File: src/rtl/prio_intc_pkg.sv
package prio_intc_pkg;
  localparam int NUM_CH    = 52;
  localparam int VEC_W     = $clog2(NUM_CH + 1);
  localparam int LVL_W     = 3;
  localparam int NUM_DMA   = 8;
  localparam int STK_DEPTH = 8;
  localparam int ADDR_W    = 6;
  localparam int DATA_W    = 8;
  localparam int DMA_BASE  = 32;
  localparam int CLR_ADDR  = 40;

  typedef struct packed {
    logic cpuClr;
    logic dmaClr;
  } strobe_t;
endpackage

File: src/rtl/prio_intc_dp.sv
module prio_intc_dp
  import prio_intc_pkg::*;
(
  input  logic              clk,
  input  logic              rstN,
  input  logic [NUM_CH-1:0] irqPulse,
  input  logic              nmiPulse,
  input  logic              regWe,
  input  logic [ADDR_W-1:0] regAddr,
  input  logic [DATA_W-1:0] regWdata,
  output logic [DATA_W-1:0] regRdata,
  input  logic              dmaEnd,
  input  logic [VEC_W-1:0]  dmaEndVec,
  input  strobe_t           strobes,
  output logic              winValid,
  output logic [LVL_W-1:0]  winLevel,
  output logic [VEC_W-1:0]  winVec,
  output logic              winIsDma
);
  localparam int NUM_VEC   = NUM_CH + 1;
  localparam int PRIO_REGS = (NUM_CH + 1) / 2;
  localparam int HALF      = DATA_W / 2;
  localparam logic [LVL_W-1:0] LVL_MAX = '1;

  logic [NUM_VEC-1:0] flags;
  logic [NUM_VEC-1:0] clrMask;
  logic [LVL_W-1:0]   prio [NUM_CH];
  logic [VEC_W-1:0]   slot [NUM_DMA];
  logic               clrWr;

  assign clrWr = regWe && (regAddr == ADDR_W'(CLR_ADDR));

  always_comb begin
    for (int v = 0; v < NUM_VEC; v++) begin
      clrMask[v] = ((strobes.cpuClr || strobes.dmaClr) && winVec == VEC_W'(v))
                || (dmaEnd && dmaEndVec == VEC_W'(v))
                || (clrWr && regWdata[VEC_W-1:0] == VEC_W'(v));
    end
  end

  always_ff @(posedge clk) begin
    if (!rstN) flags <= '0;
    else       flags <= (flags & ~clrMask) | {irqPulse, nmiPulse};
  end

  for (genvar c = 0; c < NUM_CH; c++) begin : g_prio
    localparam int LO = (c % 2 == 1) ? HALF : 0;
    always_ff @(posedge clk) begin
      if (!rstN) prio[c] <= '0;
      else if (regWe && regAddr == ADDR_W'(c / 2))
        prio[c] <= regWdata[LO +: LVL_W];
    end
  end

  for (genvar s = 0; s < NUM_DMA; s++) begin : g_slot
    always_ff @(posedge clk) begin
      if (!rstN) slot[s] <= '0;
      else if (regWe && regAddr == ADDR_W'(DMA_BASE + s))
        slot[s] <= regWdata[VEC_W-1:0];
    end
  end

  always_comb begin
    logic [LVL_W-1:0] lvl;
    winValid = flags[0];
    winLevel = flags[0] ? LVL_MAX : '0;
    winVec   = '0;
    for (int c = 0; c < NUM_CH; c++) begin
      lvl = prio[c];
      if (flags[c+1] && lvl != '0 && lvl != LVL_MAX && lvl > winLevel) begin
        winValid = 1'b1;
        winLevel = lvl;
        winVec   = VEC_W'(c + 1);
      end
    end
  end

  always_comb begin
    winIsDma = 1'b0;
    for (int s = 0; s < NUM_DMA; s++) begin
      if (winValid && slot[s] != '0 && slot[s] == winVec) winIsDma = 1'b1;
    end
  end

  always_comb begin
    int idx;
    regRdata = '0;
    idx = int'(regAddr);
    if (idx < PRIO_REGS) begin
      regRdata[LVL_W-1:0] = prio[2*idx];
      regRdata[HALF-1]    = flags[2*idx+1];
      if (2*idx + 1 < NUM_CH) begin
        regRdata[HALF +: LVL_W] = prio[2*idx+1];
        regRdata[DATA_W-1]      = flags[2*idx+2];
      end
    end else if (idx >= DMA_BASE && idx < DMA_BASE + NUM_DMA) begin
      regRdata[VEC_W-1:0] = slot[idx-DMA_BASE];
    end
  end
endmodule

File: src/rtl/prio_intc_ctrl.sv
module prio_intc_ctrl
  import prio_intc_pkg::*;
(
  input  logic             clk,
  input  logic             rstN,
  input  logic             winValid,
  input  logic [LVL_W-1:0] winLevel,
  input  logic             winIsDma,
  input  logic             cpuAck,
  input  logic             cpuReti,
  input  logic             dmaAck,
  output logic             cpuReq,
  output logic             dmaReq,
  output logic [LVL_W-1:0] cpuMask,
  output logic             stackErr,
  output strobe_t          strobes
);
  localparam int DEP_W = $clog2(STK_DEPTH + 1);
  localparam int IDX_W = $clog2(STK_DEPTH);
  localparam logic [LVL_W-1:0] LVL_MAX = '1;

  logic [LVL_W-1:0] stack [STK_DEPTH];
  logic [DEP_W-1:0] depth;
  logic [DEP_W-1:0] depthM1;
  logic [LVL_W-1:0] raised;
  logic             take;

  assign cpuReq  = winValid && !winIsDma && (winLevel >= cpuMask || winLevel == LVL_MAX);
  assign dmaReq  = winValid && winIsDma;
  assign take    = cpuAck && cpuReq;
  assign raised  = (winLevel == LVL_MAX) ? LVL_MAX : winLevel + 1'b1;
  assign depthM1 = depth - 1'b1;

  assign strobes.cpuClr = take;
  assign strobes.dmaClr = dmaAck && dmaReq;

  always_ff @(posedge clk) begin
    if (!rstN) begin
      cpuMask  <= '0;
      depth    <= '0;
      stackErr <= 1'b0;
    end else if (take) begin
      cpuMask <= raised;
      if (depth < DEP_W'(STK_DEPTH)) begin
        stack[depth[IDX_W-1:0]] <= cpuMask;
        depth <= depth + 1'b1;
      end else begin
        stackErr <= 1'b1;
      end
    end else if (cpuReti && depth != '0) begin
      cpuMask <= stack[depthM1[IDX_W-1:0]];
      depth   <= depthM1;
    end
  end
endmodule

File: src/rtl/prio_intc.sv
module prio_intc
  import prio_intc_pkg::*;
(
  input  logic              clk,
  input  logic              rstN,
  input  logic [NUM_CH-1:0] irqPulse,
  input  logic              nmiPulse,
  input  logic              regWe,
  input  logic [ADDR_W-1:0] regAddr,
  input  logic [DATA_W-1:0] regWdata,
  output logic [DATA_W-1:0] regRdata,
  output logic              cpuReq,
  output logic [LVL_W-1:0]  cpuLevel,
  output logic [VEC_W-1:0]  cpuVector,
  input  logic              cpuAck,
  input  logic              cpuReti,
  output logic [LVL_W-1:0]  cpuMask,
  output logic              stackErr,
  output logic              dmaReq,
  output logic [VEC_W-1:0]  dmaVector,
  input  logic              dmaAck,
  input  logic              dmaEnd,
  input  logic [VEC_W-1:0]  dmaEndVec
);
  strobe_t          strobes;
  logic             winValid;
  logic [LVL_W-1:0] winLevel;
  logic [VEC_W-1:0] winVec;
  logic             winIsDma;

  prio_intc_dp u_dp (
    .clk, .rstN, .irqPulse, .nmiPulse, .regWe, .regAddr, .regWdata, .regRdata,
    .dmaEnd, .dmaEndVec, .strobes, .winValid, .winLevel, .winVec, .winIsDma
  );

  prio_intc_ctrl u_ctrl (
    .clk, .rstN, .winValid, .winLevel, .winIsDma, .cpuAck, .cpuReti, .dmaAck,
    .cpuReq, .dmaReq, .cpuMask, .stackErr, .strobes
  );

  assign cpuLevel  = cpuReq ? winLevel : '0;
  assign cpuVector = cpuReq ? winVec : '0;
  assign dmaVector = dmaReq ? winVec : '0;
endmodule

File: config.mk
export PLATFORM = sky130hd
export DESIGN_NAME = prio_intc
export DESIGN_NICKNAME = d
export VERILOG_FILES = /design/src/rtl/prio_intc_pkg.sv /design/src/rtl/prio_intc_dp.sv /design/src/rtl/prio_intc_ctrl.sv /design/src/rtl/prio_intc.sv
export SDC_FILE = /design/constraint.sdc
export NUM_CORES = 1
export LEC_CHECK = 0
export ABC_AREA = 1
export CORE_ASPECT_RATIO = 0.75
export CORE_MARGIN = 1
export CORE_UTILIZATION = 45
export CTS_CLUSTER_DIAMETER = 30
export DETAILED_ROUTE_END_ITERATION = 12
export MAX_ROUTING_LAYER = met4
export PLACE_DENSITY = 0.61
export SLEW_MARGIN = 20
export SYNTH_ARGS = -nofsm -noshare
export SYNTH_HDL_FRONTEND = slang
export SYNTH_SLANG_ARGS = --single-unit
File: constraint.sdc
create_clock -name clk -period 78.4 [get_ports clk]
set_input_delay 7.84 -clock clk [delete_from_list [all_inputs] [get_ports clk]]
set_output_delay 7.84 -clock clk [all_outputs]
set_load 0.01 [all_outputs]
==> impl_metrics.py <==
metrics = {
    "floorplan": {
        "fp.dieH_microns": 200,
        "core_area_sq_mm": 0.0516,
        "dieArea_sq_mm": 0.0534,
        "pin_count": 109,
        "fp-row-count": 72,
        "start_util_pct": 45.7,
        "die_w_microns": 266,
    },
    "placed_design": {
        "post-place-cells": 4018,
        "dp_slack_ps": 6750,
        "place_area_sq_mm": 0.0250,
        "hpwl_mm": 66.8,
        "portBuffers": 107,
        "gp_congestion": 1.02,
    },
    "hold_path": {
        "hold_class": "flop to flop",
    },
    "grt": {
        "grt_max_degree": 70,
        "antenna_found_initial": 3,
        "grt_util_all_layers_pct": 34.7,
        "globalRouteOverflowTotal": 0,
        "grt_pass1_wl_mm": 135,
        "grt_pass1_vias": 22400,
    },
    "sta": {
        "period_share_pct": 93.0,
        "timing.final.hold_violations": 0,
        "slew-limit-headroom_pct": 25.0,
        "fmax_mhz": 13.7,
        "skew_ps": 28.9,
        "fin_tns_setup_ps": 0,
        "fin_hold_ws_ps": 463,
        "min_period_ps": 72900,
        "fin_ws_ps": 5500,
        "tightest_slew_ps": 1110,
        "rsz0062_at_grt": "no",
        "slew_violations": 0,
        "setup_violations": 0,
    },
    "route": {
        "wl_per_cell_microns": 22.0,
        "drt_pass1_iterations": 8,
        "wl_mm": 91.5,
        "drt_iter0_drc": 3278,
        "via_count": 24400,
        "routed_via_density": 5.88,
        "ant_nets": 0,
        "drc": 0,
    },
    "critical_path": {
        "critical_path_class": "flop to primary output",
        "cp_top_family": "compound AO/OA/AOI/OAI gates",
        "max_stage_delay_ps": 590,
        "path_max_fanout": 32,
        "end_kind": "primary output",
        "required_ps": 70560,
        "startpoint_type": "flop",
        "cp_data_arrival_time_ps": 65060,
        "critPathBufInv": 28,
        "cpMostUsedCell": "nand2_2",
        "critPathSlowestCell": "a2111oi_2",
    },
    "clock_network": {
        "cts_tree": "yes",
        "clk_pin_slew_ps": 50,
        "cts_root_buf": "clkbuf_16",
        "clk_path_buf_depth": 3,
        "clock_latency_ps": 610,
        "htreeDepth": 3,
        "cts.sinks": 289,
        "cts_buffers": 74,
        "cts_setup_buffers": 0,
    },
    "synth": {
        "synth_edf_count": 228,
        "synthFlopType": "edfxtp_1",
        "yosys_warnings": 0,
        "syn_nets": 3435,
        "ys_seq_area_share_pct": 34.2,
        "syn-mean-instance-area_sq_um": 7.17,
        "async_flop_share_pct": 0,
        "synthesis.area_sq_mm": 0.0236,
        "ys_seq_elements": 289,
        "syn_inst": 3289,
        "yosys.cell_types.count": 74,
    },
    "pwr": {
        "peakVddDrop_v": 0.0000288,
        "power_density_mw_per_mm2": 39.5,
        "p_leak_nw": 12.2,
    },
    "layout": {
        "drive_gt1_share_pct": 14.1,
        "final_area_sq_mm": 0.0275,
        "syn_to_final_growth_pct": 16.7,
        "fin_cells": 4155,
        "finish.net_count": 3538,
        "final_common_cell": "nand2_1",
        "layout_common_cells": "nand2_1, inv_1, nor2_1",
    },
    "flow_run": {
        "cap_violations": 0,
    },
    "status": {
        "outcome": "complete, no violations",
    },
}
per-stage QoR:
stage	power [mW]	utilization, %
after floorplan	0.616	-
after global placement	0.754	48.5
after detailed placement	0.767	48.5
after CTS	1.07	53.3
after global routing	1.15	53.3
final	1.09	53.3
per-layer routing:
metal,vias to the layer above,share of wire [%],track usage (%),wire [microns]
met2,1404,40,46.6,36400
met1,11500,45,49.9,41100
met4,0,3.8,12.5,3440
met3,229,12,8.19,10600
met5,-,0,-,0
li1,11300,-,-,-
sequential cells by signal, summed over array words and instances (netlist names):
register	count
u_ctrl.cpuMask	3
u_ctrl.stackErr	1
u_dp.flags	53
u_ctrl.stack	24
u_dp.slot	48
u_dp.prio	156
u_ctrl.depth	4
Yosys cell counts (6+ instances only):
| library cell | number | area [sq um] |
|---|---|---|
| nand2_4 | 10 | 113 |
| a21oi_2 | 47 | 412 |
| nand3_1 | 263 | 1320 |
| nand4_1 | 32 | 200 |
| clkbuf_1 | 69 | 259 |
| a31oi_1 | 14 | 87.6 |
| o22ai_1 | 7 | 43.8 |
| a2111oi_0 | 6 | 52.6 |
| nor2_4 | 11 | 124 |
| edfxtp_1 | 228 | 6850 |
| ha_1 | 66 | 826 |
| inv_1 | 461 | 1730 |
| nand2_1 | 532 | 2000 |
| nand2_2 | 134 | 838 |
| nand3_2 | 63 | 631 |
| nand3_4 | 10 | 175 |
| nor2_1 | 421 | 1580 |
| o221ai_1 | 9 | 78.8 |
| o211ai_1 | 14 | 105 |
| o31ai_1 | 12 | 90.1 |
| dfxtp_1 | 61 | 1220 |
| a21oi_1 | 237 | 1190 |
| nor4_1 | 14 | 87.6 |
| nor3_1 | 92 | 460 |
| or2_2 | 20 | 125 |
| a221oi_1 | 17 | 149 |
| clkinv_1 | 15 | 56.3 |
| o32ai_1 | 12 | 105 |
| o21a_1 | 19 | 143 |
| clkbuf_8 | 11 | 151 |
| buf_8 | 6 | 90.1 |
| o21ai_0 | 266 | 1330 |
| nor2_2 | 13 | 81.3 |
| a21boi_0 | 8 | 60.1 |
final timing paths:
kind	from	end	slack (ps)	cells after the start
hold / removal	u_ctrl.stackErr$_SDFFE_PN0P_	u_ctrl.stackErr$_SDFFE_PN0P_	460	2
setup reg to reg	u_dp.flags[0]$_SDFF_PN0_	u_ctrl.stack[7][0]$_DFFE_PP_	13610	353
setup / recovery	u_dp.flags[0]$_SDFF_PN0_	cpuLevel[0]	5500	352
hold reg to reg	u_ctrl.stackErr$_SDFFE_PN0P_	u_ctrl.stackErr$_SDFFE_PN0P_	460	2
layout make-up:
type,instances,area (sq um)
Clock buffer,89,1990
Sequential cell,289,8070
Timing Repair Buffer,134,1260
Fill cell,4990,24100
Clock inverter,46,507
Multi-Input combinational cell,2410,13000
Antenna cell,1,2.50
Tap cell,703,880
Inverter,483,1820
power by group:
| group | internal, mW | switching, mW | leakage [nW] | total, mW |
|---|---|---|---|---|
| combinational | 0.199 | 0.389 | 8.27 | 0.589 |
| sequential | 0.178 | 0.0142 | 2.67 | 0.193 |
| clock | 0.207 | 0.0985 | 1.21 | 0.305 |
| total | 0.585 | 0.502 | 12.2 | 1.09 |
tightest hold or removal path, stage by stage (launching register included):
cell     delay [ps]
dfxtp_1         310
inv_1            50
a21oi_1          50
kinds of logic (layout without fill, tap and decap cells):
kind of cell	after synthesis	count (layout)	synth area share [%]
compound gates	703	703	17.6
simple gates	1633	1634	33.6
buf+inv	591	752	10.8
other cells	0	1	0
flops	289	289	34.2
xor+xnor	7	7	0.292
fa+ha+maj	66	66	3.50
timing repair:
action	4_1_cts	5_1_grt
hold buffers	0	0
setup endpoints to repair	0	10
resized for setup	0	4
Note: power is estimated with default switching activity, not from simulation.
